**src/rtl/rtcaf_pkg.sv**
```systemverilog
// Package: shared types and bit positions for the alarm/flags block.
// Assumes 8-bit host data and BCD fields of at most 7 significant bits.
package rtcaf_pkg;
    localparam int DW = 8;

    // Alarm register: mask in the top bit, BCD value below it
    typedef struct packed {
        logic       mask;
        logic [6:0] bcd;
    } alarm_t;

    // Status byte bit positions (software-visible layout)
    localparam int FB_WDF  = 7;
    localparam int FB_AF   = 6;
    localparam int FB_PF   = 5;
    localparam int FB_OSC  = 4;
    localparam int FB_CAL  = 2;
    localparam int FB_WEN  = 1;
    localparam int FB_SNAP = 0;
endpackage

```
**src/rtl/rtcaf_field_cmp.sv**
```systemverilog
// Module: compares one BCD time field with its alarm register.
// Assumes the time field's top bit carries no BCD value and is ignored.
module rtcaf_field_cmp
    import rtcaf_pkg::*;
(
    input  alarm_t     alarm,
    input  logic [7:0] cur,
    output logic       hit,
    output logic       active
);
    // Field is satisfied when masked or when its value matches
    always_comb begin
        active = ~alarm.mask;
        hit    = alarm.mask | (alarm.bcd == cur[6:0]);
    end
endmodule

```
**src/rtl/rtcaf_flag_reg.sv**
```systemverilog
// Module: status byte holding sticky event flags and control bits.
// Assumes set strobes are single-cycle; set beats a same-cycle clear.
module rtcaf_flag_reg
    import rtcaf_pkg::*;
(
    input  logic          clk,
    input  logic          rst_n,
    input  logic          set_wdf,
    input  logic          set_af,
    input  logic          set_pf,
    input  logic          set_osc,
    input  logic          rd_clr,
    input  logic          wr_en,
    input  logic [DW-1:0] wdata,
    output logic [DW-1:0] flags
);
    logic wdf_q, af_q, pf_q, osc_q, cal_q, wen_q, snap_q;

    // Update flags: events set, reads clear, host writes only the controls
    always_ff @(posedge clk) begin
        if (!rst_n) begin
            wdf_q  <= 1'b0;
            af_q   <= 1'b0;
            pf_q   <= 1'b0;
            osc_q  <= 1'b0;
            cal_q  <= 1'b0;
            wen_q  <= 1'b0;
            snap_q <= 1'b0;
        end else begin
            wdf_q <= set_wdf | (wdf_q & ~rd_clr);
            af_q  <= set_af  | (af_q  & ~rd_clr);
            pf_q  <= set_pf  | (pf_q  & ~rd_clr);
            osc_q <= set_osc | (osc_q & ~(wr_en & ~wdata[FB_OSC]));
            if (wr_en) begin
                cal_q  <= wdata[FB_CAL];
                wen_q  <= wdata[FB_WEN];
                snap_q <= wdata[FB_SNAP];
            end
        end
    end

    // Assemble the software-visible byte; bit 3 reads 0
    always_comb begin
        flags          = '0;
        flags[FB_WDF]  = wdf_q;
        flags[FB_AF]   = af_q;
        flags[FB_PF]   = pf_q;
        flags[FB_OSC]  = osc_q;
        flags[FB_CAL]  = cal_q;
        flags[FB_WEN]  = wen_q;
        flags[FB_SNAP] = snap_q;
    end

    p_read_clears_r5: assert property (@(posedge clk) disable iff (!rst_n)
        (rd_clr && !set_af) |=> !af_q);
    p_set_beats_clear_r6: assert property (@(posedge clk) disable iff (!rst_n)
        (set_wdf && rd_clr) |=> wdf_q);
    p_osc_sticky_r8: assert property (@(posedge clk) disable iff (!rst_n)
        (osc_q && !(wr_en && !wdata[FB_OSC])) |=> osc_q);
endmodule

```
**src/rtl/rtcaf_cal_div.sv**
```systemverilog
// Module: divides the 32.768 kHz tick down to the calibration square wave.
// Assumes tick is a one-cycle pulse; output is held low while disabled.
module rtcaf_cal_div #(
    parameter int DIV = 64
) (
    input  logic clk,
    input  logic rst_n,
    input  logic en,
    input  logic tick,
    output logic sq
);
    localparam int HALF = DIV / 2;
    localparam int CW   = (HALF > 1) ? $clog2(HALF) : 1;

    logic [CW-1:0] cnt_q;

    // Count ticks and toggle every half period
    always_ff @(posedge clk) begin
        if (!rst_n || !en) begin
            cnt_q <= '0;
            sq    <= 1'b0;
        end else if (tick) begin
            if (cnt_q == CW'(HALF - 1)) begin
                cnt_q <= '0;
                sq    <= ~sq;
            end else begin
                cnt_q <= cnt_q + 1'b1;
            end
        end
    end

    p_quiet_when_off_r10: assert property (@(posedge clk) disable iff (!rst_n)
        !en |=> !sq);
endmodule

```
**src/rtl/rtc_alarm_flags.sv**
```systemverilog
// Module: alarm matcher plus status byte with a small host register port.
// Assumes time_now is stable BCD from the external counters and that the
// host never reads and writes in the same cycle.
module rtc_alarm_flags
    import rtcaf_pkg::*;
#(
    parameter int NUM_FIELDS = 4,
    parameter int CAL_DIV    = 64,
    localparam int AW        = $clog2(NUM_FIELDS + 1)
) (
    input  logic                    clk,
    input  logic                    rst_n,
    input  logic [NUM_FIELDS*8-1:0] time_now,
    input  logic [AW-1:0]           bus_addr,
    input  logic                    bus_wr,
    input  logic                    bus_rd,
    input  logic [DW-1:0]           bus_wdata,
    output logic [DW-1:0]           bus_rdata,
    input  logic                    wdog_expired,
    input  logic                    power_fail,
    input  logic                    osc_dead,
    input  logic                    tick_32k,
    output logic                    irq_out,
    output logic                    time_freeze,
    output logic                    time_snap
);
    alarm_t [NUM_FIELDS-1:0] alm_q;
    logic   [NUM_FIELDS-1:0] hit, active;
    logic                    match, match_q, flag_sel;
    logic   [DW-1:0]         flags;
    logic   [DW-1:0]         rd_mux;
    logic                    cal_sq;

    assign flag_sel = (bus_addr == AW'(NUM_FIELDS));

    // One comparator per time field
    for (genvar g = 0; g < NUM_FIELDS; g++) begin : g_cmp
        rtcaf_field_cmp u_cmp (
            .alarm  (alm_q[g]),
            .cur    (time_now[g*8 +: 8]),
            .hit    (hit[g]),
            .active (active[g])
        );
    end

    assign match = (&hit) & (|active);

    // Alarm registers: writable only while the write-enable bit is set
    always_ff @(posedge clk) begin
        if (!rst_n) begin
            for (int i = 0; i < NUM_FIELDS; i++) alm_q[i] <= '{mask: 1'b1, bcd: 7'd0};
        end else if (bus_wr && flags[FB_WEN]) begin
            for (int i = 0; i < NUM_FIELDS; i++)
                if (bus_addr == AW'(i)) alm_q[i] <= alarm_t'(bus_wdata);
        end
    end

    // Remember last match state for rising-edge detection
    always_ff @(posedge clk) begin
        if (!rst_n) match_q <= 1'b0;
        else        match_q <= match;
    end

    rtcaf_flag_reg u_flags (
        .clk     (clk),
        .rst_n   (rst_n),
        .set_wdf (wdog_expired),
        .set_af  (match & ~match_q),
        .set_pf  (power_fail),
        .set_osc (osc_dead),
        .rd_clr  (bus_rd & flag_sel),
        .wr_en   (bus_wr & flag_sel),
        .wdata   (bus_wdata),
        .flags   (flags)
    );

    rtcaf_cal_div #(.DIV(CAL_DIV)) u_div (
        .clk   (clk),
        .rst_n (rst_n),
        .en    (flags[FB_CAL]),
        .tick  (tick_32k),
        .sq    (cal_sq)
    );

    // Select read data for the addressed register
    always_comb begin
        rd_mux = flags;
        for (int i = 0; i < NUM_FIELDS; i++)
            if (bus_addr == AW'(i)) rd_mux = alm_q[i];
    end

    // Registered read data port
    always_ff @(posedge clk) begin
        if (!rst_n)      bus_rdata <= '0;
        else if (bus_rd) bus_rdata <= rd_mux;
    end

    assign irq_out     = flags[FB_CAL] ? cal_sq : flags[FB_AF];
    assign time_freeze = flags[FB_WEN];
    assign time_snap   = flags[FB_SNAP];

    p_alarm_locked_r1: assert property (@(posedge clk) disable iff (!rst_n)
        (bus_wr && !flags[FB_WEN]) |=> $stable(alm_q));
    p_match_sets_af_r2: assert property (@(posedge clk) disable iff (!rst_n)
        (match && !match_q) |=> flags[FB_AF]);
endmodule

```
**config.mk**
```make
export PLATFORM = sky130hd
export DESIGN_NAME = rtc_alarm_flags
export DESIGN_NICKNAME = d
export VERILOG_FILES = /design/src/rtl/rtcaf_pkg.sv /design/src/rtl/rtcaf_field_cmp.sv /design/src/rtl/rtcaf_flag_reg.sv /design/src/rtl/rtcaf_cal_div.sv /design/src/rtl/rtc_alarm_flags.sv
export SDC_FILE = /design/constraint.sdc
export NUM_CORES = 1
export LEC_CHECK = 0
export BUFFER_PORTS_ARGS = -buffer_cell sky130_fd_sc_hd__buf_2
export CAP_MARGIN = 30
export CORE_ASPECT_RATIO = 1.5
export CORE_MARGIN = 2
export CORE_UTILIZATION = 48
export CTS_CLUSTER_SIZE = 24
export DETAILED_ROUTE_END_ITERATION = 10
export PLACE_DENSITY = 0.75
export SETUP_SLACK_MARGIN = 0.15
export SYNTH_ARGS = -nofsm -noshare
export SYNTH_HDL_FRONTEND = slang
export SYNTH_SLANG_ARGS = --single-unit
```
**constraint.sdc**
```tcl
create_clock -name clk -period 1.4 [get_ports clk]
set_input_delay 0.28 -clock clk [delete_from_list [all_inputs] [get_ports clk]]
set_output_delay 0.28 -clock clk [all_outputs]
set_load 0.02 [all_outputs]
```
==> summary.md <==
| Metric | Value |
|---|---|
| Starting Density | roughly half |
| Hold Path Class | in2reg |
| Post-Route Skew | roughly 14 ps |
| GP Congestion | approximately 0.88 |
| Avg Cell Area, Syn | approximately 10 µm² |
| Fin cells | about 430 |
| Via count | roughly 2,300 |
| Drt first-iter violations | approximately 120 |
| Worst-Margin Slew | 493 ps |
| Hold path cells | 3 |
| Die Height | 95.7 µm |
| Fin. Hold Viols | 0 |
| Startpoint Class | register |
| Horiz. Die Dim | 65.1 µm |
| Share of cells above drive strength 1 | about 46% |
| Violated checks | negative setup slack |
| Number of synthesis warnings | 0 |
| Final antenna diode count | 0 |
| Core box area | 5450 µm² |
| Fmax | 601 MHz |
| Leak Pwr | between 1.5 and 2 nW |
| Max IR drop VDD | ~0.7 mV |
| Status | finished with violations |
| H-tree Lvls | 2 |
| Core Util, Final | 68.9% |
| Crit-path max FO | 2 |
| RSZ-0062 raised after global routing | yes |
| Dpl cells | 416 |
| Clock transition at path regs | approximately 110 ps |
| DR vias/cell | approximately 5.4 |
| Setup CP Type | reg2reg |
| Seq/Total Area, Yosys | approximately 40% |
| Arrival time at the worst endpoint | just under 2000 ps |
| GRT Overall Usage | a little under a quarter |
| Final worst slack | -265 ps |
| CP required | 1660 ps |
| Drt wl/cell | between 15 and 20 µm |
| Synth-to-Final Area Change | 39.5% |
| Cts hold-fix bufs | 0 |
| CTS Sinks | 54 |
| Tcrit/Tclk final | 119% |
| Cell Area, Placed | 3280 µm² |
| Crit path capture type | register |
| Congestion Overflow GR | 0 |
| Total of max-cap violations | 0 |
| Total CTS buffers | 5 |
| Worst flop-to-flop path startpoint | alm_q[8] |
| Pwr Total | roughly 3.0 mW |
| RR Endpoint | u_flags.af_q |
| First-pass GRT wire length | ~11,000 µm |
| Initial antenna violation count | 0 |
| Synthesized area | 2690 µm² |
| Number of fill cells | approximately 430 |
| Post-Route WL | roughly 7300 µm |
| Worst skew pair latency | roughly 320 ps |
| Vias in the first global route | 2,332 |
| Final Max Slew Viols | 0 |
| Design area | 3750 µm² |
| Post-Syn Nets | 323 |
| Slew HR | between 60 and 70% |
| Largest net degree at the start of global routing | between 40 and 50 |
| Residual DRC count | 0 |
| DR pass1 iterations | 4 |
| Hold endpoint | u_flags.osc_q |
| Die ar. | 6230 µm² |
| FP Rows | 33 |
| Final setup fails | 5 |
| CTS max path bufs | 2 |
| Clock root cell | clkbuf_8 |
| Hold Startpoint | osc_dead |
| Post-DP HPWL | between 5000 and 6000 µm |
| Synth unique cells | 33 |
| Buffers on Ports | 57 |
| Fin nets | roughly 420 |
| #FFs+latches synth | 54 |
| I/O pin count | 62 |
| Clock period minus worst slack | 1670 ps |
| Total power per unit cell area | ~800 nW/µm² |
| Routed Antenna Nets | 0 |
| Syn Inst Count | 270 |
| Reg2reg setup slack | -270 ps |
| CTS tree | yes |
| Path depth of the worst reg2reg path | 5 |
==> registers in the layout (all words and copies together), names as in the netlist <==
| register | flops |
|---|---|
| u_flags.snap_q | 1 |
| u_div.sq | 1 |
| u_div.cnt_q | 5 |
| u_flags.wdf_q | 1 |
| bus_rdata | 8 |
| match_q | 1 |
| u_flags.wen_q | 1 |
| alm_q | 32 |
| u_flags.af_q | 1 |
| u_flags.cal_q | 1 |
| u_flags.pf_q | 1 |
| u_flags.osc_q | 1 |
==> report_power, final <==
part / internal, mW / switching, mW / total, mW
logic: 0.159 / 0.188 / 0.347
registers: 1.55 / 0.0119 / 1.57
clock network: 0.535 / 0.549 / 1.08
==> synth_stat cells, drive strengths merged <==
cell type	count	area share (%)
a21boi	15	4.2
inv	2	0.28
xnor2	11	3.6
a32o	1	0.37
xor2	19	6.2
nand2	30	4.2
a2111oi	1	0.56
mux2	1	0.42
nand2b	2	0.46
nor4	4	0.93
a21oi	6	1.1
clkbuf	7	0.98
o211a	7	2.6
nand3b	1	0.28
nor3	1	0.19
o21ai	9	1.7
nor2	8	1.1
mux2i	27	10
buf	8	2.2
a41oi	3	0.98
nor3b	2	0.56
nor2b	20	4.6
ha	2	0.93
nand4	2	0.46
nand3	14	2.6
and3	2	0.46
dfxtp	54	40
mux4	8	6.8
and3b	2	0.65
nor4b	1	0.33
==> routing by layer <==
metal	up-vias	part of all wire [%]	GRT usage, %
met1	1117	40	27.2
met2	76	52	42.7
met5	-	0	0
met4	0	4.0	12.0
met3	24	4.2	3.27
li1	1131	-	-
==> cells in the final DEF, fill, tap and decap left out, types with 2 or more instances in the layout <==
cell,n
buf_2,54
dfxtp_1,29
mux2i_1,27
nand2_1,25
dfxtp_2,24
buf_4,23
buf_6,22
nor2b_1,20
xor2_1,16
nand3_1,12
xnor2_1,11
mux4_2,8
a21boi_0,8
o211a_1,7
nor2_1,7
a21boi_1,6
o21ai_0,5
a21oi_1,5
clkbuf_8,5
o21ai_1,4
nand2_2,3
xor2_2,3
and3b_2,2
nor4_4,2
nand4_1,2
a41oi_1,2
nand2b_1,2
inv_1,2
ha_4,2
==> cell families after synthesis <==
kind of cell	synth area share, %
AOI/OAI and AO/OA	11.5
xor gates and xnor gates	9.76
adders and majority gates	0.930
buffers and inverters	3.49
DFF	40.2
muxes	17.3
and+or+nand+nor	16.9
==> what timing repair did <==
| item | CTS | global route |
|---|---|---|
| gates resized for setup | 49 | 37 |
| setup endpoints to repair | 40 | 46 |
| buffers inserted | 6 | 4 |
| pin swaps | 18 | 23 |
==> critical path, cell delays in order, from the launching register on <==
cell and delay (ps):
dfxtp_2 340, xor2_1 160, nor4_2 330, a41oi_1 230, a2111oi_4 390, a32o_1 170
==> final cells by class <==
| type | count | area (µm²) | share of cell area, % |
|---|---|---|---|
| Multi-Input combinational cell | 199 | 1720 | 45.7 |
| Tap cell | 70 | 87.6 | 2.33 |
| Timing Repair Buffer | 101 | 718 | 19.1 |
| Sequential cell | 54 | 1110 | 29.7 |
| Inverter | 2 | 7.51 | 0.200 |
| Clock inverter | 2 | 37.5 | 1.00 |
| Clock buffer | 6 | 72.6 | 1.93 |
==> how the worst max path moves through the flow <==
stage	startpoint	to	slack [ps]
global route	alm_q[12]	u_flags.af_q	-380
detailed placement	time_now[6]	u_flags.af_q	-440
CTS	alm_q[0]	u_flags.af_q	-270
floorplan	alm_q[11]	u_flags.af_q	-2
finish	alm_q[8]	u_flags.af_q	-270
global placement	time_now[6]	u_flags.af_q	-430
==> metrics by stage <==
stage	setup TNS [ps]	hold WS (ps)	setup WS [ps]
floorplan	-1.90	404	-1.90
global placement	-2180	453	-430
CTS	-449	195	-266
global route	-1320	211	-379
finish	-539	194	-265
detailed placement	-2390	467	-443
No activity file was read; power rests on OpenSTA's default activity.
